`config.mk`:
```
export PLATFORM = sky130hd
export DESIGN_NAME = gpio_setclr_bank
export DESIGN_NICKNAME = d
export VERILOG_FILES = /design/src/rtl/gpio_bank_pkg.sv /design/src/rtl/gpio_addr_dec.sv /design/src/rtl/gpio_in_sync.sv /design/src/rtl/gpio_pin_regs.sv /design/src/rtl/gpio_rd_path.sv /design/src/rtl/gpio_setclr_bank.sv
export SDC_FILE = /design/constraint.sdc
export NUM_CORES = 1
export LEC_CHECK = 0
export ABC_AREA = 1
export BUFFER_PORTS_ARGS = -buffer_cell sky130_fd_sc_hd__buf_2
export CORE_MARGIN = 3
export CORE_UTILIZATION = 43
export CTS_CLUSTER_DIAMETER = 150
export DETAILED_ROUTE_END_ITERATION = 7
export GPL_ROUTABILITY_DRIVEN = 0
export GPL_TIMING_DRIVEN = 1
export PLACE_DENSITY = 0.68
export SLEW_MARGIN = 20
export SYNTH_ARGS = -nofsm -noshare
export SYNTH_HDL_FRONTEND = slang
export SYNTH_SLANG_ARGS = --single-unit
```
`constraint.sdc`:
```
create_clock -name clk -period 0.8 [get_ports clk]
set_input_delay 0 -clock clk [delete_from_list [all_inputs] [get_ports clk]]
set_output_delay 0 -clock clk [all_outputs]
set_load 0.01 [all_outputs]
```
`src/rtl/gpio_bank_pkg.sv`:
```
package gpio_bank_pkg;

    localparam int OFS_LVL_SET = 'h00;
    localparam int OFS_LVL_CLR = 'h10;
    localparam int OFS_DRV_ON  = 'h20;
    localparam int OFS_DRV_OFF = 'h30;
    localparam int OFS_PIN_RD  = 'h40;

    typedef enum logic [2:0] {
        ACT_NONE,
        ACT_LVL_SET,
        ACT_LVL_CLR,
        ACT_DRV_ON,
        ACT_DRV_OFF,
        ACT_PIN_RD
    } gpio_act_e;

endpackage

```
`src/rtl/gpio_addr_dec.sv`:
```
module gpio_addr_dec
    import gpio_bank_pkg::*;
#(
    parameter int ADDR_W = 8
) (
    input  logic [ADDR_W-1:0] addr,
    output gpio_act_e         act
);
    always_comb begin
        act = ACT_NONE;
        if (addr == ADDR_W'(OFS_LVL_SET))      act = ACT_LVL_SET;
        else if (addr == ADDR_W'(OFS_LVL_CLR)) act = ACT_LVL_CLR;
        else if (addr == ADDR_W'(OFS_DRV_ON))  act = ACT_DRV_ON;
        else if (addr == ADDR_W'(OFS_DRV_OFF)) act = ACT_DRV_OFF;
        else if (addr == ADDR_W'(OFS_PIN_RD))  act = ACT_PIN_RD;
    end
endmodule

```
`src/rtl/gpio_in_sync.sv`:
```
module gpio_in_sync #(
    parameter int PIN_N  = 32,
    parameter int STAGES = 2
) (
    input  logic             clk,
    input  logic             rst_n,
    input  logic [PIN_N-1:0] raw,
    output logic [PIN_N-1:0] synced
);
    logic [PIN_N-1:0] stg_d [STAGES];
    logic [PIN_N-1:0] stg_q [STAGES];

    for (genvar s = 0; s < STAGES; s++) begin : g_stage
        if (s == 0) begin : g_first
            always_comb stg_d[s] = raw;
        end else begin : g_next
            always_comb stg_d[s] = stg_q[s-1];
        end
        always_ff @(posedge clk or negedge rst_n) begin
            if (!rst_n) stg_q[s] <= '0;
            else        stg_q[s] <= stg_d[s];
        end
    end

    assign synced = stg_q[STAGES-1];
endmodule

```
`src/rtl/gpio_pin_regs.sv`:
```
module gpio_pin_regs
    import gpio_bank_pkg::*;
#(
    parameter int PIN_N = 32
) (
    input  logic             clk,
    input  logic             rst_n,
    input  logic             wr_en,
    input  gpio_act_e        act,
    input  logic [PIN_N-1:0] wdata,
    output logic [PIN_N-1:0] lvl,
    output logic [PIN_N-1:0] drv
);
    typedef struct packed {
        logic [PIN_N-1:0] lvl;
        logic [PIN_N-1:0] drv;
    } pin_state_t;

    pin_state_t st_d, st_q;

    always_comb begin
        st_d = st_q;
        if (wr_en) begin
            unique case (act)
                ACT_LVL_SET: st_d.lvl = st_q.lvl | wdata;
                ACT_LVL_CLR: st_d.lvl = st_q.lvl & ~wdata;
                ACT_DRV_ON:  st_d.drv = st_q.drv | wdata;
                ACT_DRV_OFF: st_d.drv = st_q.drv & ~wdata;
                default:     st_d = st_q;
            endcase
        end
    end

    always_ff @(posedge clk or negedge rst_n) begin
        if (!rst_n) st_q <= '0;
        else        st_q <= st_d;
    end

    assign lvl = st_q.lvl;
    assign drv = st_q.drv;

    a_r2_set_hits: assert property (@(posedge clk) disable iff (!rst_n)
        (wr_en && act == ACT_LVL_SET) |=> ((lvl & $past(wdata)) == $past(wdata)));
    a_r3_clr_hits: assert property (@(posedge clk) disable iff (!rst_n)
        (wr_en && act == ACT_LVL_CLR) |=> ((lvl & $past(wdata)) == '0));
    a_r4_drv_on: assert property (@(posedge clk) disable iff (!rst_n)
        (wr_en && act == ACT_DRV_ON) |=> ((drv & $past(wdata)) == $past(wdata)));
    a_r5_drv_off: assert property (@(posedge clk) disable iff (!rst_n)
        (wr_en && act == ACT_DRV_OFF) |=> ((drv & $past(wdata)) == '0));
    a_r6_zero_bits_kept: assert property (@(posedge clk) disable iff (!rst_n)
        wr_en |=> (((lvl ^ $past(lvl)) & ~$past(wdata)) == '0)
               && (((drv ^ $past(drv)) & ~$past(wdata)) == '0));
    a_r9_no_effect: assert property (@(posedge clk) disable iff (!rst_n)
        (wr_en && (act == ACT_NONE || act == ACT_PIN_RD)) |=> ($stable(lvl) && $stable(drv)));
endmodule

```
`src/rtl/gpio_rd_path.sv`:
```
module gpio_rd_path
    import gpio_bank_pkg::*;
#(
    parameter int PIN_N = 32
) (
    input  logic             clk,
    input  logic             rst_n,
    input  logic             rd_en,
    input  gpio_act_e        act,
    input  logic [PIN_N-1:0] pin_lvl,
    output logic [PIN_N-1:0] rdata
);
    logic [PIN_N-1:0] rdata_d, rdata_q;

    always_comb begin
        rdata_d = '0;
        if (rd_en && act == ACT_PIN_RD) rdata_d = pin_lvl;
    end

    always_ff @(posedge clk or negedge rst_n) begin
        if (!rst_n) rdata_q <= '0;
        else        rdata_q <= rdata_d;
    end

    assign rdata = rdata_q;

    a_r7_pin_read: assert property (@(posedge clk) disable iff (!rst_n)
        (rd_en && act == ACT_PIN_RD) |=> (rdata == $past(pin_lvl)));
    a_r8_other_reads_zero: assert property (@(posedge clk) disable iff (!rst_n)
        !(rd_en && act == ACT_PIN_RD) |=> (rdata == '0));
endmodule

```
`src/rtl/gpio_setclr_bank.sv`:
```
module gpio_setclr_bank
    import gpio_bank_pkg::*;
#(
    parameter int PIN_N       = 32,
    parameter int ADDR_W      = 8,
    parameter int SYNC_STAGES = 2
) (
    input  logic              clk,
    input  logic              rst_n,
    input  logic              wr_en,
    input  logic              rd_en,
    input  logic [ADDR_W-1:0] addr,
    input  logic [PIN_N-1:0]  wdata,
    output logic [PIN_N-1:0]  rdata,
    input  logic [PIN_N-1:0]  pad_in,
    output logic [PIN_N-1:0]  pad_out,
    output logic [PIN_N-1:0]  pad_oe
);
    gpio_act_e        act;
    logic [PIN_N-1:0] pin_sync;

    gpio_addr_dec #(.ADDR_W(ADDR_W)) i_dec (
        .addr (addr),
        .act  (act)
    );

    gpio_in_sync #(.PIN_N(PIN_N), .STAGES(SYNC_STAGES)) i_sync (
        .clk    (clk),
        .rst_n  (rst_n),
        .raw    (pad_in),
        .synced (pin_sync)
    );

    gpio_pin_regs #(.PIN_N(PIN_N)) i_regs (
        .clk   (clk),
        .rst_n (rst_n),
        .wr_en (wr_en),
        .act   (act),
        .wdata (wdata),
        .lvl   (pad_out),
        .drv   (pad_oe)
    );

    gpio_rd_path #(.PIN_N(PIN_N)) i_rd (
        .clk     (clk),
        .rst_n   (rst_n),
        .rd_en   (rd_en),
        .act     (act),
        .pin_lvl (pin_sync),
        .rdata   (rdata)
    );
endmodule

```
==> flow_metrics.tcl, run 1 <==
set metrics [dict create \
    p_total_uw 18380 \
    worst-path-buf-inv 1 \
    multi_input_area_mm2 0.001585 \
    synthTopCellsByCount "dfrtp_1, nand2_1, nand3_1" \
    io_pins 172 \
    status "complete, but fails checks" \
    finalMaxSlewViolations 0 \
    cp.required_ps 800 \
    path_clk_slew_ps 60 \
    switchingPower_uw 4267 \
    hpwl_um 9809 \
    period_minus_slack_ps 980.9 \
    worst_pin_slew_ps 385.4 \
    clkPwrFrac 0.447 \
    nFillCells 912 \
    clockBufferDepth 2 \
    diodes 0 \
    leakage_uw 0.004770 \
    hold_viol 0 \
    fp.dieW_um 122.0 \
    cts_tree "yes" \
    period_share 1.226 \
    cap_violations 0 \
    synth_edf_count 0 \
    dp_worst_setup_slack_ps -390.8 \
    cts_num_sinks 160 \
    overflow 0 \
    clk_latency_ps 430 \
    final_area_mm2 0.008946 \
    dieArea_mm2 0.01489 \
    initialDrtViolationCount 416 \
    post_dp_cell_area_mm2 0.007229 \
    critPathKind "reg -> out" \
    die_y_um 122.0 \
    layout.nets 904 \
    drtPass1Iterations 5 \
    setup.worst_path.end_class "output port" \
    antenna_found_initial 0 \
    viasPerCell 4.903 \
    netlist.area_leader.share 0.6917 \
    crit_family "flip-flops" \
    grt_pass1_vias 4990 \
    via_count 4967 \
    arrival_ps 980 \
    fin_skew_ps 7.279 \
    slowest_stage "dfrtp_1" \
    synth_nets 619 \
    crit_chain "buf_2" \
    port_buffers 171 \
    intPower_uw 14120 \
    cts_buffers 17 \
    area_growth_pct 54.56 \
    regArea_mm2 0.004004 \
    grt_pass1_wl_um 24860 \
    power.density_mw_per_mm2 2055 \
    synth_most_common_cell "dfrtp_1" \
    rows 41 \
    p_seq_frac 0.465 \
    synthCells 543 \
    slowest_delay_ps 410 \
    synth-seq-area-share 0.6917 \
    relSlewSlack 0.7431 \
    whs_ps 14.76 \
    antenna_left 0 \
    core_area_mm2 0.01288 \
    synth-async-reset-ratio 1.000 \
    hold_path_class "in -> async" \
    ys_ff_latch 160 \
    synth.area.top_cells "dfrtp_1, nand2_1, nand4_1" \
    start_kind "flop" \
    finalSetupViolations 99 \
    root_buffer "clkbuf_16" \
    grt_max_degree 53 \
    drt-total-wl_um 15870 \
    failed_checks "negative setup slack" \
    track_usage 0.2186 \
    syn_avg_cell_area_um2 10.66 \
    wire_per_inst_um 15.66 \
    htree_num_levels 4 \
    combPwrFrac 0.087 \
    yosysWarnings 0 \
    swShare 0.2321 \
    ir_worst_vdd_uv 1594 \
    finalWorstSetupSlack_ps -180.9 \
    synth_ff_type "dfrtp_1" \
    synth_cell_type_count 19 \
    syn-cell-area_mm2 0.005788 \
    drc 0 \
    drive_gt1_frac 0.3662 \
    initial_core_util 0.4495 \
    rsz0062_at_grt "true" \
    critPathMaxFanout 2 \
    yosysTopAreaCell "dfrtp_1" \
    max_freq_mhz 1019 \
]
==> power by group through the flow <==
stage / logic (uW) / clock network (uW) / registers, uW
4_1_cts: 1540 / 8450 / 8550
5_1_grt: 1760 / 8810 / 8580
6_report: 1600 / 8220 / 8560
2_1_floorplan: 288 / 0 / 8740
3_5_place_dp: 1160 / 0 / 8690
3_3_place_gp: 1130 / 0 / 8680
==> metal layers <==
| layer | vias to the layer above | global-route usage | part of all wire |
|---|---|---|---|
| met3 | 31 | 0.05803 | 0.057 |
| met5 | - | 0 | 0 |
| met2 | 175 | 0.3698 | 0.52 |
| li1 | 2348 | - | - |
| met4 | 0 | 0.09104 | 0.023 |
| met1 | 2413 | 0.2658 | 0.40 |
==> kinds of logic after synthesis <==
group,Yosys count,synth area share
DFF,160,0.6917
buffers and inverters,77,0.06031
and+or+nand+nor,306,0.2479
==> cell usage in the layout (no fill, tap or decap), types with 26 or more instances in the layout <==
master | netlist | layout
dfrtp_1 | 160 | 160
buf_2 | 3 | 145
nand2_1 | 133 | 126
dlygate4sd3_1 | 0 | 66
nand4_1 | 64 | 64
nand3_1 | 65 | 48
buf_4 | 3 | 47
inv_1 | 36 | 36
nor2_1 | 35 | 32
buf_6 | 6 | 26
==> repair_timing <==
action                                  CTS  global route
buffers inserted                         23            13
pin swaps                                 0             5
cloned                                    0             0
resized for setup                        22            20
endpoints found under the setup margin   96           126
endpoints found under the hold margin   256             0
hold buffers                             66             0
==> per-stage QoR <==
stage / setup TNS [ps] / cells / util
2_1_floorplan: -6781 / 543 / -
3_3_place_gp: -28760 / 882 / 0.5615
3_5_place_dp: -31300 / 882 / 0.5615
4_1_cts: -15850 / 1003 / 0.6824
5_1_grt: -17460 / 1013 / 0.6948
6_report: -13580 / 1013 / 0.6948
==> worst reg2reg max path, stage by stage (launching register included) <==
cell and delay [ps]:
dfrtp_1 400, buf_4 140, buf_4 120, nand2_2 50, nand2_1 40
==> final cells by class <==
type | instances | share of cell area
clock buffer | 20 | 0.05217
clock inverter | 12 | 0.01622
inverter | 42 | 0.01762
multi-input combinational | 306 | 0.1772
sequential | 160 | 0.4476
tap | 172 | 0.02406
timing repair buffer | 301 | 0.2652
==> worst paths after layout <==
kind                       slack (ps)  depth (start not counted)                         end
hold reg to reg                   340                          0  i_sync.synced[7]$_DFF_PN0_
max in group asynchronous          60                          3                   async pin
hold / removal                     10                          2                   async pin
setup reg to reg                  -70                          4                        flop
min in group clk                   40                          4    i_rd.rdata[18]$_DFF_PN0_
setup / recovery                 -180                          1                  pad_oe[13]
No activity file was read; power rests on OpenSTA's default activity.
==> run 2: changes to the inputs <==
--- a/config.mk
+++ b/config.mk
@@ -17,4 +17,5 @@
 export SLEW_MARGIN = 20
 export SYNTH_ARGS = -nofsm -noshare
 export SYNTH_HDL_FRONTEND = slang
+export SYNTH_HIERARCHICAL = 1
 export SYNTH_SLANG_ARGS = --single-unit
==> flow_metrics.tcl, run 2 <==
set metrics [dict create \
    leakage_uw 0.004807 \
    grt_max_degree 48 \
    failed_checks "negative setup slack" \
    final_util 0.7016 \
    synthCells 564 \
    initialDrtViolationCount 422 \
    clk_latency_ps 430 \
    status "complete, but fails checks" \
    finalWorstSetupSlack_ps -330.3 \
    setup.worst_path.end_class "flop" \
    via_count 5448 \
    dp_worst_setup_slack_ps -633.3 \
    synth_ff_type "dfrtp_1" \
    rsz0062_at_grt "true" \
    path_clk_slew_ps 70 \
    finalMaxSlewViolations 0 \
    netlist.area_leader.share 0.6594 \
    grt_pass1_wl_um 27430 \
    layout.nets 910 \
    arrival_ps 1440 \
    rows 42 \
    hold_viol 0 \
    post_dp_cell_area_mm2 0.007407 \
    mostFrequentLayoutCells "dfrtp_1, buf_2, nand2_1" \
    htree_num_levels 4 \
    die_y_um 124.8 \
    period_minus_slack_ps 1130 \
    syn-cell-area_mm2 0.006072 \
    relSlewSlack 0.7425 \
    clockBufferDepth 2 \
    ir_worst_vdd_uv 1497 \
    period_share 1.413 \
    hpwl_um 10070 \
    port_buffers 171 \
    area_growth_pct 56.05 \
    viasPerCell 5.331 \
    synthTopCellsByCount "dfrtp_1, nand2_1, nand3_1" \
    met1_usage 0.2828 \
    synth.area.top_cells "dfrtp_1, nand2_1, nand4_1" \
    dieArea_mm2 0.01558 \
    fin_skew_ps 11.41 \
    finalSetupViolations 192 \
    root_buffer "clkbuf_16" \
    drt-total-wl_um 18610 \
    drive_gt1_frac 0.4113 \
    synth-async-reset-ratio 1.000 \
    p_total_uw 18640 \
    synth-seq-area-share 0.6594 \
    critPathKind "in -> reg" \
    initial_core_util 0.4496 \
    start_kind "primary input" \
    power.density_mw_per_mm2 1968 \
    antenna_left 0 \
    yosysWarnings 6 \
    final_common_cell "dfrtp_1" \
    synth_edf_count 0 \
    yosysTopAreaCell "dfrtp_1" \
    syn_avg_cell_area_um2 10.77 \
    hold_path_class "in -> async" \
    synth_most_common_cell "dfrtp_1" \
    cts_buffers 17 \
    overflow 0 \
    fp.dieW_um 124.8 \
    worst_pin_slew_ps 386.2 \
    ys_ff_latch 160 \
    wire_per_inst_um 18.21 \
    final_area_mm2 0.009475 \
    synth_nets 640 \
    diodes 0 \
    grtUsageMet2 0.3543 \
    nFillCells 920 \
    cp.required_ps 1110 \
    io_pins 172 \
    antenna_found_initial 0 \
    cts_num_sinks 160 \
    cap_violations 0 \
    grt-busiest-layer "met2" \
    grt_pass1_vias 5307 \
    drc 0 \
    critPathMaxFanout 8 \
    max_freq_mhz 884.7 \
    synth_cell_type_count 16 \
    track_usage 0.2204 \
    use_met3 0.06690 \
    drtPass1Iterations 5 \
    cts_tree "yes" \
    core_area_mm2 0.01351 \
]
==> run 2: cell types whose count changed in the layout (fill, tap and decap cells not counted), sizes merged <==
cell / before / now
nor3: 1 / 33
nor2: 38 / 9
buf: 235 / 216
nand2: 135 / 144
inv: 47 / 53
clkbuf: 20 / 25
nand3: 67 / 70
clkinv: 4 / 3
clkinvlp: 1 / 2
dlygate4sd3: 66 / 65
nand4: 65 / 64
==> run 2: cell type report <==
| cell class | count | area, um^2 | share of cell area |
|---|---|---|---|
| clock buffers | 17 | 425.4 | 0.04490 |
| multi-input cells | 320 | 1959 | 0.2068 |
| inverters | 46 | 177.7 | 0.01875 |
| clock inverters | 14 | 175.2 | 0.01849 |
| repair buffers | 289 | 2514 | 0.2653 |
| well taps | 176 | 220.2 | 0.02324 |
| flip-flops and latches | 160 | 4004 | 0.4226 |
==> run 2: logic make-up after synthesis <==
family / after synthesis / synth area share
and+or+nand+nor: 320 / 0.2774
DFF: 160 / 0.6594
buffers and inverters: 84 / 0.06326
==> run 2: report_power, final <==
group | internal [uW] | switching (uW) | total (uW)
Sequential | 8460 | 180 | 8640
Clock | 4700 | 3510 | 8210
Combinational | 823 | 966 | 1790
Total | 14000 | 4650 | 18600
==> run 2: repair_timing <==
action                     4_1_cts  5_1_grt
gates resized for setup         46       51
setup endpoints to repair      192      192
pin swaps                        2       34
hold endpoints to repair       256        0
hold buffers                    65        0
buffers inserted                 9        5
gates cloned                     1       10
==> run 2: metrics by stage <==
| step | hold slack [ps] | setup TNS, ps | std cells |
|---|---|---|---|
| after floorplan | -295.6 | -24110 | 564 |
| after global placement | -123.8 | -46190 | 901 |
| after detailed placement | -122.4 | -52440 | 901 |
| after CTS | -13.29 | -25610 | 1007 |
| after global routing | 4.918 | -44630 | 1022 |
| final | 1.915 | -36220 | 1022 |
==> run 2: final timing paths <==
| check | start | end | slack (ps) | depth (start not counted) |
|---|---|---|---|---|
| hold reg to reg | i_sync/stg_d[25]$_DFF_PN0_ | i_sync/synced[25]$_DFF_PN0_ | 350 | 0 |
| min in group clk | rd_en | i_rd/rdata[4]$_DFF_PN0_ | 20 | 4 |
| setup / recovery | addr[3] | flop | -330 | 13 |
| hold / removal | rst_n | i_sync/stg_d[6]$_DFF_PN0_ | 2 | 2 |
| max in group asynchronous | rst_n | i_sync/synced[9]$_DFF_PN0_ | 240 | 3 |
| setup reg to reg | flop | flop | 30 | 3 |
==> run 2: metal layers <==
layer,wire (um),share of wire,vias to the layer above
met5,0,0,-
met4,562,0.030,0
met3,1664,0.089,52
met2,9022,0.48,289
met1,7362,0.40,2691
li1,-,-,2416
==> run 2: critical path, stage by stage <==
cell     delay [ps]
buf_6           100
inv_4            50
nand2_4          50
nor2_4          240
nand3_2         150
nand2_4         150
buf_6           120
buf_6            90
nor3_4           40
buf_12          130
buf_12          140
nand4_1         100
nand2_1          80
